`src/rtl/mc_pkg.sv`:
```
package mc_pkg;
    localparam int GCK_N = 3;
    localparam int GTS_N = 2;
    localparam int CFG_W = 12;

    typedef enum logic [1:0] {
        SRC_NONE = 2'd0,
        SRC_GLB  = 2'd1,
        SRC_PT   = 2'd2,
        SRC_OFF  = 2'd3
    } mc_src_e;

    typedef enum logic [1:0] {
        CK_G0 = 2'd0,
        CK_G1 = 2'd1,
        CK_G2 = 2'd2,
        CK_PT = 2'd3
    } mc_ck_e;

    typedef enum logic [1:0] {
        OE_G0 = 2'd0,
        OE_G1 = 2'd1,
        OE_PT = 2'd2,
        OE_ON = 2'd3
    } mc_oe_e;

    typedef struct packed {
        mc_oe_e  oe_sel;
        mc_src_e rst_sel;
        mc_src_e set_sel;
        logic    ce_en;
        logic    clk_inv;
        mc_ck_e  clk_sel;
        logic    ttype;
        logic    bypass;
    } mc_cfg_t;

    typedef struct packed {
        logic clk_lvl;
        logic ce;
        logic set_a;
        logic rst_a;
        logic oe;
    } mc_ctl_t;

    function automatic logic pick_src(mc_src_e s, logic glb, logic pt);
        case (s)
            SRC_GLB: return glb;
            SRC_PT:  return pt;
            default: return 1'b0;
        endcase
    endfunction
endpackage

```
`src/rtl/mc_sel.sv`:
```
module mc_sel
    import mc_pkg::*;
(
    input  mc_cfg_t          cfg,
    input  logic [GCK_N-1:0] gclk,
    input  logic             gsr,
    input  logic [GTS_N-1:0] gts,
    input  logic             pt_clk,
    input  logic             pt_ce,
    input  logic             pt_set,
    input  logic             pt_rst,
    input  logic             pt_oe,
    output mc_ctl_t          ctl
);
    logic raw_clk;

    always_comb begin
        case (cfg.clk_sel)
            CK_G0:   raw_clk = gclk[0];
            CK_G1:   raw_clk = gclk[1];
            CK_G2:   raw_clk = gclk[2];
            default: raw_clk = pt_clk;
        endcase
    end

    always_comb begin
        ctl.clk_lvl = raw_clk ^ cfg.clk_inv;
        ctl.ce      = cfg.ce_en ? pt_ce : 1'b1;
        ctl.set_a   = pick_src(cfg.set_sel, gsr, pt_set);
        ctl.rst_a   = pick_src(cfg.rst_sel, gsr, pt_rst);
        case (cfg.oe_sel)
            OE_G0:   ctl.oe = gts[0];
            OE_G1:   ctl.oe = gts[1];
            OE_PT:   ctl.oe = pt_oe;
            default: ctl.oe = 1'b1;
        endcase
    end
endmodule

```
`src/rtl/mc_edge.sv`:
```
module mc_edge (
    input  logic clk,
    input  logic rst,
    input  logic lvl,
    output logic fire
);
    logic lvl_q;

    always_ff @(posedge clk) begin
        if (rst) lvl_q <= 1'b1;
        else     lvl_q <= lvl;
    end

    assign fire = lvl & ~lvl_q;
endmodule

```
`src/rtl/mc_store.sv`:
```
module mc_store (
    input  logic clk,
    input  logic rst,
    input  logic d_in,
    input  logic fire,
    input  logic ce,
    input  logic set_a,
    input  logic rst_a,
    input  logic ttype,
    output logic q
);
    logic nxt;

    always_comb begin
        nxt = q;
        if (rst_a)            nxt = 1'b0;
        else if (set_a)       nxt = 1'b1;
        else if (fire && ce)  nxt = ttype ? (q ^ d_in) : d_in;
    end

    always_ff @(posedge clk) begin
        if (rst) q <= 1'b0;
        else     q <= nxt;
    end
endmodule

```
`src/rtl/mc_cell.sv`:
```
module mc_cell
    import mc_pkg::*;
(
    input  logic                clk,
    input  logic                rst,
    input  logic [CFG_W-1:0]    cfg,
    input  logic [GCK_N-1:0]    gclk,
    input  logic                gsr,
    input  logic [GTS_N-1:0]    gts,
    input  logic                pt_sum,
    input  logic                pt_clk,
    input  logic                pt_ce,
    input  logic                pt_set,
    input  logic                pt_rst,
    input  logic                pt_oe,
    output logic                fb_out,
    output logic                pad_out,
    output logic                pad_oe
);
    mc_cfg_t cw;
    mc_ctl_t ctl;
    logic    fire;
    logic    q;
    logic    cell_val;

    assign cw = mc_cfg_t'(cfg);

    mc_sel u_sel (
        .cfg    (cw),
        .gclk   (gclk),
        .gsr    (gsr),
        .gts    (gts),
        .pt_clk (pt_clk),
        .pt_ce  (pt_ce),
        .pt_set (pt_set),
        .pt_rst (pt_rst),
        .pt_oe  (pt_oe),
        .ctl    (ctl)
    );

    mc_edge u_edge (
        .clk  (clk),
        .rst  (rst),
        .lvl  (ctl.clk_lvl),
        .fire (fire)
    );

    mc_store u_store (
        .clk   (clk),
        .rst   (rst),
        .d_in  (pt_sum),
        .fire  (fire),
        .ce    (ctl.ce),
        .set_a (ctl.set_a),
        .rst_a (ctl.rst_a),
        .ttype (cw.ttype),
        .q     (q)
    );

    assign cell_val = cw.bypass ? pt_sum : q;
    assign fb_out   = cell_val;
    assign pad_out  = cell_val;
    assign pad_oe   = ctl.oe;
endmodule

```
`config.mk`:
```
export PLATFORM = sky130hd
export DESIGN_NAME = mc_cell
export DESIGN_NICKNAME = d
export VERILOG_FILES = /design/src/rtl/mc_pkg.sv /design/src/rtl/mc_sel.sv /design/src/rtl/mc_edge.sv /design/src/rtl/mc_store.sv /design/src/rtl/mc_cell.sv
export SDC_FILE = /design/constraint.sdc
export NUM_CORES = 1
export LEC_CHECK = 0
export BUFFER_PORTS_ARGS = -buffer_cell sky130_fd_sc_hd__buf_2
export CELL_PAD_IN_SITES_DETAIL_PLACEMENT = 1
export CELL_PAD_IN_SITES_GLOBAL_PLACEMENT = 1
export CORE_AREA = 10 10 47 49
export CTS_BUF_LIST = sky130_fd_sc_hd__clkbuf_4 sky130_fd_sc_hd__clkbuf_8
export CTS_CLUSTER_DIAMETER = 80
export DETAILED_ROUTE_END_ITERATION = 8
export DIE_AREA = 0 0 57 59
export GPL_TIMING_DRIVEN = 1
export PLACE_DENSITY = 0.86
export SLEW_MARGIN = 40
export SYNTH_ARGS = -nofsm -noshare
export SYNTH_HDL_FRONTEND = slang
export SYNTH_SLANG_ARGS = --single-unit
```
`constraint.sdc`:
```
create_clock -name clk -period 4.4 [get_ports clk]
set_input_delay 0.66 -clock clk [delete_from_list [all_inputs] [get_ports clk]]
set_output_delay 0.66 -clock clk [all_outputs]
set_load 0.02 [all_outputs]
```
Word-level counts from Yosys, hierarchy flattened
Cells that the tools add are included.

storage, ports and cells
  latch bits = 0
  bits in read-only memories = 0
  logic and storage cells = 28
  RAM bits = 0
  output and inout bits = 3
  memories kept = 0
  bits of input ports = 26
  bits in registers = 2

cells by class
  shifts and indexed selects = 0
  $lt $le $gt $ge = 0
  equality and inequality tests = 8
  divide/modulo/power cells = 0
  bitwise operators = 4
  multipliers = 0
  multiplexer cells = 9
  $add $sub $neg = 0
  reductions and logical operators = 5

operator list
  operator            count
  $eq 2x1->1 const B  4
  $eq 2x2->1 const B  4
  $pmux 1 s3          2
  $mux 1              5
  $logic_not 2->1     2
  $pmux 1 s2          2
  $reduce_bool 2->1   1
  $reduce_or 2->1     1
  $xor 1x1->1         2
  $and 1x1->1         1
  $logic_and 1x1->1   1
  $not 1->1           1

Longest topological paths before layout
Gate-level depths: netlist of the first run.

  depth in word-level cells = 7
  gate-level depth with buffers = 6
  depth with buffers taken out = 6

By module
From an unflattened synthesis of the first run, not the netlist that was laid out.

unflattened totals
  cells, all modules = 31
  area total of the unflattened synthesis = 265.3 um^2

modules (own cells, without submodules)
  module    instances  sequential area each (um^2)  cells each  area each (um^2)
  mc_sel    1          0.0                          18          148.9
  mc_store  1          20.0                         8           61.3
  mc_edge   1          20.0                         3           32.5
  mc_cell   1          0.0                          2           22.5

Least setup slack after synthesis of the first run
No wires, ideal clock.

  path type = input-to-reg
  from = input cfg[2]
  to = register u_store.q
  buffers on the path = 0
  required time = 4278 ps
  stages = 4
  library setup time = 122 ps
  arrival = 1903 ps
  path slack = 2375 ps
  cell sequence = mux4_2 > xnor2_1 > or4_1 > o311a_1

on the way
  longest elaborated chain between the ends = 6
  elaborated cells on any way between the ends = 8
  classes of those cells = eq/ne: 2; mux: 1; bitwise: 2; reduce/logical: 3

ends and longest elaborated chain
  what                                      RTL line        RTL
  start: declaration                        mc_cell.sv:6    input logic [CFG_W-1:0] cfg,
  $eq 2x2->1, or another cell as far along  mc_sel.sv:18    case (cfg.clk_sel)
  $pmux 1 s3 *                              mc_sel.sv:18
  $xor 1x1->1 *                             mc_sel.sv:27    ctl.clk_lvl = raw_clk ^ cfg.clk_inv;
  $and 1x1->1 *                             mc_edge.sv:14   assign fire = lvl & ~lvl_q;
  $logic_and 1x1->1 *                       mc_store.sv:18  else if (fire && ce) nxt = ttype ? (q ^ d_in) : d_in;
  $reduce_bool 2->1 (no line) *             n/a
  end signal: assignment                    mc_store.sv:23  else q <= nxt;
  end: declaration                          mc_store.sv:10  output logic q

Mark *: on every way between the ends. The rest lies on a longest branch, timed or not.
A chain may end at the register's enable or synchronous reset.

Worst setup path in the final report of the first run
  from = input gts[0]
  to = output pad_oe

on the way
  longest elaborated chain between the ends = 1

ends and longest elaborated chain
  what                RTL line       RTL
  start: declaration  mc_cell.sv:9   input logic [GTS_N-1:0] gts,
  $pmux 1 s3          mc_sel.sv:31   case (cfg.oe_sel)
  end: declaration    mc_cell.sv:18  output logic pad_oe

No other way between the ends.

==> results of run 1 <==
==> cell families after synthesis <==
family | after synthesis | synth area share
adder cells (fa/ha/maj) | 4 | 0.192
multiplexers | 2 | 0.130
AO/OA/AOI/OAI | 6 | 0.168
AND/OR/NAND/NOR | 11 | 0.236
flip-flops | 2 | 0.154
XOR/XNOR | 1 | 0.0337
buffers and inverters | 5 | 0.0865
==> Yosys cell counts, drive strengths merged <==
cell    number  area [sq um]
dfxtp        2          40.0
or2b         1          7.51
buf          1          7.51
a21oi        1          5.00
o311a        1          10.0
mux2         1          11.3
xnor2        1          8.76
ha           4          50.1
a211oi       1          7.51
nor2b        2          12.5
o22ai        1          6.26
and3         1          6.26
nor2         5          18.8
inv          4          15.0
mux4         1          22.5
or4          1          7.51
a22oi        2          15.0
nor4b        1          8.76
==> critical path: cells and delay by family <==
family	cells	cell delay, ps
simple gates	1	110
compound gates	2	260
buf+inv	2	250
==> power by group <==
part           internal, mW  switching (mW)  leakage (nW)
clock network        0.0303          0.0127        0.0138
logic                0.0181          0.0149         0.216
registers            0.0201         0.00102        0.0166
==> cell usage in the layout, fill, tap and decap left out <==
cell / count
sky130_fd_sc_hd__o22ai_1: 1
sky130_fd_sc_hd__ha_1: 4
sky130_fd_sc_hd__or4_1: 1
sky130_fd_sc_hd__inv_1: 4
sky130_fd_sc_hd__o311a_1: 1
sky130_fd_sc_hd__dfxtp_1: 2
sky130_fd_sc_hd__and3_1: 1
sky130_fd_sc_hd__nor2_1: 5
sky130_fd_sc_hd__xnor2_1: 1
sky130_fd_sc_hd__nor2b_1: 2
sky130_fd_sc_hd__a211oi_1: 1
sky130_fd_sc_hd__mux4_2: 1
sky130_fd_sc_hd__nor4b_1: 1
sky130_fd_sc_hd__a21oi_1: 1
sky130_fd_sc_hd__a22oi_1: 2
sky130_fd_sc_hd__buf_2: 28
sky130_fd_sc_hd__or2b_1: 1
sky130_fd_sc_hd__clkbuf_4: 3
sky130_fd_sc_hd__mux2_2: 1
==> routing by layer <==
metal / vias up / track usage
met4: 0 / 0.0604
met5: - / 0
met3: 4 / 0.0579
li1: 172 / -
met1: 160 / 0.0505
met2: 23 / 0.107
==> cell type report <==
| type | instances | share of cell area |
|---|---|---|
| tap | 16 | 0.0460 |
| sequential | 2 | 0.0920 |
| clock buffer | 3 | 0.0517 |
| timing repair buffer | 28 | 0.322 |
| multi-input combinational | 24 | 0.454 |
| inverter | 4 | 0.0345 |
==> path summary, 6_finish.rpt <==
| path | endpoint | cells after the start |
|---|---|---|
| worst max-delay path | pad_oe | 5 |
| worst min-delay path | u_store.q | 1 |
| worst max register to register | u_store.q | 4 |
| worst min register to register | u_store.q | 1 |
==> state kept, by name, summed over array words and instances, names as in the netlist <==
register / flops
u_store.q: 1
u_edge.lvl_q: 1
==> summary.md, run 1 <==
| Metric | Value |
|---|---|
| Setup repair after global routing missed its margin | `false` |
| Path type of the worst setup path | `in -> out` |
| Placement-stage cell area | `roughly 410 sq um` |
| Min cycle time layout | `1950 ps` |
| Root Driver | `sky130_fd_sc_hd__clkbuf_4` |
| Endpoint type of the worst setup path | `output pin` |
| Clock net sink count | `2` |
| Number of setup buffers added after CTS | `0` |
| Data arrival time of the critical path | `between 1000 and 1500 ps` |
| Launch instance of the worst min-delay path | `u_store.q` |
| Cell count after synthesis | `31` |
| Total power consumption of the routed design | `approximately 0.097 mW` |
| Overall routing resource usage | `0.0677` |
| Number of H-tree levels | `1` |
| Total length of routed wires | `1020 um` |
| Clock latency at the later pin of the worst-skew pair | `between 200 and 250 ps` |
| Top sig layer | `met4` |
| Buffers on Ports | `28` |
| Multi-input gate area in the final layout | `198 sq um` |
| Final Instance Area | `roughly 440 sq um` |
| Total die area | `around 3400 sq um` |
| Die width | `about 57 um` |
| Max-slew headroom at the worst pin | `0.818` |
| Global-route wire length before repair | `between 1500 and 2000 um` |
| Placed insts | `74` |
| Largest net degree at the start of global routing | `5` |
| Post-detailed-route DRC marker count | `0` |
| Total number of vias | `about 360` |
| Worst path cell trace | `buf_2, nor2b_1, a211oi_1, a21oi_1, buf_2` |
| Count of TritonRoute iterations in the first routing pass | `2` |
| CP most frequent cell | `sky130_fd_sc_hd__buf_2` |
| Total of warnings raised by yosys | `0` |
| Final slew viol count | `0` |
| ANT cells | `0` |
| Routed len/inst | `~13 um` |
| Slack of the critical path | `2450 ps` |
| R2R Setup Slk | `3190 ps` |
| Setup TNS | `0 ps` |
| Part of the cycle the worst path needs | `0.442` |
| Count of non-filler cells in the finished layout | `77` |
| Post-synthesis net count | `61` |
| CP max stage cell | `sky130_fd_sc_hd__a211oi_1` |
| First-iteration detailed-routing DRC count | `3` |
| Layout overhead on the synthesized area | `67.3%` |
| R2R Path Start | `u_store.q` |
| GR Overflow Total | `0` |
| Inserted Clock Buffers | `3` |
| Number of global-route vias before repair | `roughly 410` |
| Via count normalized by instance count | `around 4.7` |
| Library cells used by synthesis | `18` |
| Core Box Area | `~1400 sq um` |
| Average cell area after synthesis | `8.40 sq um` |
| Worst-case clock skew | `3.46 ps` |
| Final Hold Vio Count | `0` |
| Final core utilization | `0.311` |
| Post-CTS sizing | `0` |
| Rows | `14` |
| Fmax | `between 0.5 and 0.6 GHz` |
| Final weighted congestion of routability-driven global placement | `between 0.6 and 0.7` |
| Cell area power density | `about 220 nW/um^2` |
| Antenna Nets Post-Route | `0` |
| Worst Path Max Fanout | `1` |
| Worst setup timing slack at the placement stage | `approximately 2200 ps` |
| Reg area | `between 40 and 50 sq um` |
| Vertical extent of the die | `approximately 59 um` |
| Antenna violations before repair | `0` |
| Length of routed wiring on met1 | `317 um` |
| Number of fill cells in the layout | `around 180` |
| Path category of the worst min-delay check | `reg -> reg` |
| Routed wire length on met3 | `between 150 and 200 um` |
| CTS Hold Buffers Added | `0` |
| Post-synthesis cell area | `approximately 260 sq um` |
| Outcome | `finished, final reports clean` |
| WP data required | `between 3000 and 4000 ps` |
| Slew at the pin closest to its max-slew limit | `~270 ps` |
| TritonCTS clock tree | `built` |
| Timing startpoint of the critical path | `gts[0]` |
| Met2 wire length | `~480 um` |
| Clock-pin transition on the worst setup and hold timing paths | `~30 ps` |
| Portion of the post-synthesis area used by sequential elements | `0.154` |
| Final setup violating endpoints | `0` |
| Share of layout cells above drive strength 1 | `0.541` |
| Initial Utilization | `0.186` |
| Number of top-level design ports | `29` |
| Static leakage power | `0.246 nW` |
| Maximum number of buffers from clock root to sink | `2` |
| Worst vdd rail ir drop | `between 0.07 and 0.08 mV` |
| Hold_ws | `about 540 ps` |
| Hpwl dp | `a little over 900 um` |
| Flip-flop and latch count after synthesis | `2` |
| Worst setup SP type | `input port` |
| # nets final | `93` |
| Maxcap violations | `0` |
| Critical path's largest stage delay | `approximately 200 ps` |
Note: power is estimated with default switching activity, not from simulation.
==> run 2: changes to the inputs <==
==> constraint.sdc (replaced) <==
create_clock -name clk -period 2 [get_ports clk]
set_input_delay 0.3 -clock clk [delete_from_list [all_inputs] [get_ports clk]]
set_output_delay 0.3 -clock clk [all_outputs]
set_load 0.02 [all_outputs]
==> summary.md, run 2 (synthesis gave the netlist of run 1 again) <==
| Metric | Value |
|---|---|
| Maxcap violations | `0` |
| Path type of the worst setup path | `in -> reg` |
| Part of the cycle the worst path needs | `0.791` |
| Regs by FF count | `u_edge.lvl_q x1, u_store.q x1` |
| Final core utilization | `0.311` |
| Maximum number of buffers from clock root to sink | `2` |
| Post-detailed-route DRC marker count | `0` |
| Number of setup buffers added after CTS | `0` |
| Switch Pwr | `0.0608 mW` |
| Count of TritonRoute iterations in the first routing pass | `2` |
| Final slew viol count | `0` |
| Core Box Area | `1400 sq um` |
| Setup TNS | `0 ps` |
| Post-CTS sizing | `0` |
| Most frequent standard cell in the layout excluding fill and tap cells | `sky130_fd_sc_hd__buf_2` |
| Via count normalized by instance count | `~4.6` |
| Slew at the pin closest to its max-slew limit | `roughly 240 ps` |
| Net switching share of the total power | `0.288` |
| Routed wire length on met3 | `192 um` |
| First-iteration detailed-routing DRC count | `9` |
| Antenna Nets Post-Route | `0` |
| Fmax | `between 0.6 and 0.7 GHz` |
| Clock latency at the later pin of the worst-skew pair | `approximately 230 ps` |
| Share of layout cells above drive strength 1 | `0.541` |
| Cell depth of the worst hold path | `2` |
| GR Overflow Total | `0` |
| Length of routed wiring on met1 | `about 350 um` |
| WP data required | `around 2100 ps` |
| Placement-stage cell area | `between 400 and 500 sq um` |
| Clock net sink count | `2` |
| Root Driver | `sky130_fd_sc_hd__clkbuf_4` |
| Met2 wire length | `between 400 and 500 um` |
| CTS Hold Buffers Added | `0` |
| Largest net degree at the start of global routing | `5` |
| Final setup violating endpoints | `0` |
| Routed len/inst | `13.2 um` |
| Rows | `14` |
| ANT cells | `0` |
| Data arrival time of the critical path | `1690 ps` |
| Inserted Clock Buffers | `3` |
| Sequential group share of total power | `0.220` |
| TritonCTS clock tree | `built` |
| Total die area | `3360 sq um` |
| Vertical extent of the die | `around 60 um` |
| Initial Utilization | `0.186` |
| Comb power frac | `0.345` |
| Total number of vias | `354` |
| Number of fill cells in the layout | `183` |
| Most used cells in the layout excluding fill and tap cells | `sky130_fd_sc_hd__buf_2, sky130_fd_sc_hd__nor2_1, sky130_fd_sc_hd__inv_1, sky130_fd_sc_hd__ha_1, sky130_fd_sc_hd__clkbuf_4` |
| Layout overhead on the synthesized area | `67.3%` |
| Total length of routed wires | `1020 um` |
| Buffers on Ports | `28` |
| Min cycle time layout | `between 1500 and 2000 ps` |
| Final weighted congestion of routability-driven global placement | `between 0.6 and 0.7` |
| Number of H-tree levels | `1` |
| Max-slew headroom at the worst pin | `0.835` |
| Worst Path Max Fanout | `3` |
| Overall routing resource usage | `0.0647` |
| Endpoint type of the worst setup path | `register` |
| Final Instance Area | `roughly 440 sq um` |
| Number of global-route vias before repair | `about 400` |
| Path category of the worst min-delay check | `in -> reg` |
| Number of top-level design ports | `29` |
| Antenna violations before repair | `0` |
| Top sig layer | `met4` |
| # nets final | `slightly above 90` |
| Power Internal | `about 0.15 mW` |
| R2r worst-path depth | `4` |
| Cell area power density | `approximately 490 nW/um^2` |
| Final Hold Vio Count | `0` |
| Worst-case clock skew | `approximately 4.2 ps` |
| Static leakage power | `roughly 0.25 nW` |
| Die width | `about 57 um` |
| Global-route wire length before repair | `between 1500 and 2000 um` |
| Hold_ws | `294 ps` |
| Worst setup SP type | `input port` |
| Outcome | `finished, final reports clean` |
| Clock-pin transition on the worst setup and hold timing paths | `approximately 30 ps` |
| Worst vdd rail ir drop | `~0.25 mV` |
| Clock network fraction of design power | `0.434` |
| Setup repair after global routing missed its margin | `false` |
| Hpwl dp | `950 um` |
-- run 2: worst max-delay path: stages --
cell and delay, ps:
sky130_fd_sc_hd__buf_2 90, sky130_fd_sc_hd__mux4_2 490, sky130_fd_sc_hd__xnor2_1 170, sky130_fd_sc_hd__or4_1 510, sky130_fd_sc_hd__o311a_1 140
-- run 2: power by group through the flow --
stage / sequential (mW) / clock, mW / combinational, mW
6_report: 0.0465 / 0.0918 / 0.0730
3_3_place_gp: 0.0469 / 0 / 0.0707
3_5_place_dp: 0.0472 / 0 / 0.0749
5_1_grt: 0.0471 / 0.0989 / 0.0828
2_1_floorplan: 0.0462 / 0 / 0.0395
4_1_cts: 0.0466 / 0.0945 / 0.0752
-- run 2: final cells by class --
| class | count | area, sq um | share of cell area |
|---|---|---|---|
| Timing Repair Buffer | 28 | 140 | 0.322 |
| Multi-Input combinational cell | 24 | 198 | 0.454 |
| Clock buffer | 3 | 22.5 | 0.0517 |
| Sequential cell | 2 | 40.0 | 0.0920 |
| Inverter | 4 | 15.0 | 0.0345 |
| Tap cell | 16 | 20.0 | 0.0460 |
-- run 2: metal layers --
| metal | vias to the layer above | track usage |
|---|---|---|
| li1 | 172 | - |
| met1 | 156 | 0.0542 |
| met2 | 24 | 0.105 |
| met3 | 2 | 0.0579 |
| met4 | 0 | 0.0302 |
| met5 | - | 0 |
-- run 2: path summary, 6_finish.rpt --
path              from           end  slack (ps)
max             cfg[2]     u_store.q         420
min                rst  u_edge.lvl_q         290
max reg2reg  u_store.q     u_store.q         770
min reg2reg  u_store.q     u_store.q         550
-- run 2: stage by stage --
step	cells	power [mW]	setup slack [ps]
2_1_floorplan	31	0.0857	335
3_3_place_gp	74	0.118	222
3_5_place_dp	74	0.122	169
4_1_cts	77	0.216	416
5_1_grt	77	0.229	342
6_report	77	0.211	418
==> run 3: changes to the inputs <==
--- a/config.mk
+++ b/config.mk
@@ -8,13 +8,13 @@
 export BUFFER_PORTS_ARGS = -buffer_cell sky130_fd_sc_hd__buf_2
 export CELL_PAD_IN_SITES_DETAIL_PLACEMENT = 1
 export CELL_PAD_IN_SITES_GLOBAL_PLACEMENT = 1
-export CORE_AREA = 10 10 47 49
+export CORE_MARGIN = 10
+export CORE_UTILIZATION = 19
 export CTS_BUF_LIST = sky130_fd_sc_hd__clkbuf_4 sky130_fd_sc_hd__clkbuf_8
 export CTS_CLUSTER_DIAMETER = 80
 export DETAILED_ROUTE_END_ITERATION = 8
-export DIE_AREA = 0 0 57 59
 export GPL_TIMING_DRIVEN = 1
-export PLACE_DENSITY = 0.86
+export PLACE_DENSITY = 0.87
 export SLEW_MARGIN = 40
 export SYNTH_ARGS = -nofsm -noshare
 export SYNTH_HDL_FRONTEND = slang
==> constraint.sdc (replaced) <==
create_clock -name clk -period 1.4 [get_ports clk]
set_input_delay 0.21 -clock clk [delete_from_list [all_inputs] [get_ports clk]]
set_output_delay 0.21 -clock clk [all_outputs]
set_load 0.02 [all_outputs]
==> summary.md, run 3 (synthesis gave the netlist of run 1 again) <==
| Metric | Value |
|---|---|
| Outcome | `finished, violations left` |
| Violated checks | `setup timing` |
| Layout overhead on the synthesized area | `74.5%` |
| Max-slew headroom at the worst pin | `0.834` |
| Timing startpoint of the critical path | `cfg[2]` |
| Antenna violations before repair | `0` |
| Overall routing resource usage | `0.0622` |
| Final weighted congestion of routability-driven global placement | `between 0.6 and 0.7` |
| Clock net sink count | `2` |
| Count of non-filler cells in the finished layout | `76` |
| Worst-case clock skew | `about 0.90 ps` |
| Worst Path Max Fanout | `3` |
| Static leakage power | `0.256 nW` |
| Data arrival time of the critical path | `~1600 ps` |
| Final slew viol count | `0` |
| Placement-stage cell area | `approximately 400 sq um` |
| Total number of vias | `344` |
| Total power consumption of the routed design | `about 0.3 mW` |
| Total length of routed wires | `approximately 1000 um` |
| Path category of the worst min-delay check | `in -> reg` |
| Path type of the worst setup path | `in -> reg` |
| Number of global-route vias before repair | `370` |
| TritonCTS clock tree | `built` |
| Maxcap violations | `0` |
| Launch instance of the worst min-delay path | `rst` |
| Global-route wire length before repair | `1590 um` |
| Min cycle time layout | `1500 ps` |
| Count of TritonRoute iterations in the first routing pass | `4` |
| Placed insts | `73` |
| Root Driver | `sky130_fd_sc_hd__clkbuf_4` |
| Most used cells in the layout excluding fill and tap cells | `sky130_fd_sc_hd__buf_2, sky130_fd_sc_hd__nor2_1, sky130_fd_sc_hd__inv_1, sky130_fd_sc_hd__ha_1, sky130_fd_sc_hd__clkbuf_4` |
| Buffers on Ports | `28` |
| CTS Hold Buffers Added | `0` |
| Die width | `57.0 um` |
| Inserted Clock Buffers | `3` |
| Hpwl dp | `between 900 and 1000 um` |
| Number of setup buffers added after CTS | `0` |
| Rows | `13` |
| First-iteration detailed-routing DRC count | `7` |
| Worst setup timing slack at the placement stage | `-342 ps` |
| Final setup violating endpoints | `1` |
| Antenna Nets Post-Route | `0` |
| Clock latency at the later pin of the worst-skew pair | `between 200 and 250 ps` |
| Regs by FF count | `u_edge.lvl_q x1, u_store.q x1` |
| Total die area | `3250 sq um` |
| Core Box Area | `approximately 1300 sq um` |
| Cell area power density | `approximately 670 nW/um^2` |
| Worst vdd rail ir drop | `0.266 mV` |
| Largest net degree at the start of global routing | `5` |
| Initial Utilization | `0.200` |
| Slack of the critical path | `-97.3 ps` |
| Share of layout cells above drive strength 1 | `0.557` |
| Slew at the pin closest to its max-slew limit | `about 250 ps` |
| Final Instance Area | `454 sq um` |
| # nets final | `a little over 90` |
| R2R Path Start | `u_store.q` |
| Post-detailed-route DRC marker count | `0` |
| Number of top-level design ports | `29` |
| WP data required | `1500 ps` |
| Fmax | `0.668 GHz` |
| Routed len/inst | `between 10 and 15 um` |
| Clock-pin transition on the worst setup and hold timing paths | `around 30 ps` |
| Final Hold Vio Count | `0` |
| Vertical extent of the die | `around 57 um` |
| ANT cells | `0` |
| Final core utilization | `0.349` |
| Via count normalized by instance count | `roughly 4.5` |
| Endpoint type of the worst setup path | `register` |
| Part of the cycle the worst path needs | `1.07` |
| Most frequent standard cell in the layout excluding fill and tap cells | `sky130_fd_sc_hd__buf_2` |
| Setup repair after global routing missed its margin | `true` |
| Worst setup SP type | `input port` |
| Number of H-tree levels | `1` |
| Maximum number of buffers from clock root to sink | `2` |
| GR Overflow Total | `0` |
## run 3: area by class of cell
cell class,instances,area [sq um]
inverters,4,15.0
repair buffers,28,153
flip-flops and latches,2,40.0
fillers,172,847
well taps,15,18.8
clock buffers,3,22.5
multi-input cells,24,205
## run 3: worst max-delay path, cell delays in order
cell,delay [ps]
sky130_fd_sc_hd__buf_6,70
sky130_fd_sc_hd__mux4_2,510
sky130_fd_sc_hd__xnor2_2,160
sky130_fd_sc_hd__or4_1,510
sky130_fd_sc_hd__o311a_1,140
## run 3: path summary, 6_finish.rpt
check	to	slack, ps	cells past startpoint
max	u_store.q	-100	5
min	u_edge.lvl_q	190	2
max reg2reg	u_store.q	170	4
min reg2reg	u_store.q	550	1
## run 3: metrics by stage
| step | TNS [ps] | hold slack (ps) |
|---|---|---|
| floorplan | -175 | 306 |
| global placement | -289 | 412 |
| detailed placement | -347 | 424 |
| CTS | -104 | 191 |
| global route | -109 | 173 |
| finish | -97.3 | 190 |
## run 3: repair_timing
action	4_1_cts	5_1_grt
resized for setup	0	3
pin swaps	0	0
setup endpoints to repair	1	1
gates cloned	0	0
## run 3: report_power, final
part | internal (mW) | switching [mW] | total (mW) | leakage, nW
logic | 0.0631 | 0.0488 | 0.112 | 0.226
clock network | 0.0943 | 0.0306 | 0.125 | 0.0138
registers | 0.0633 | 0.00360 | 0.0669 | 0.0166
## run 3: per-layer routing
metal / part of all wire / wire length, um / GRT usage
met5: 0 / 0 / 0
met4: 0.0087 / 9 / 0.0503
met3: 0.14 / 145 / 0.0509
met2: 0.43 / 446 / 0.0853
met1: 0.42 / 429 / 0.0593
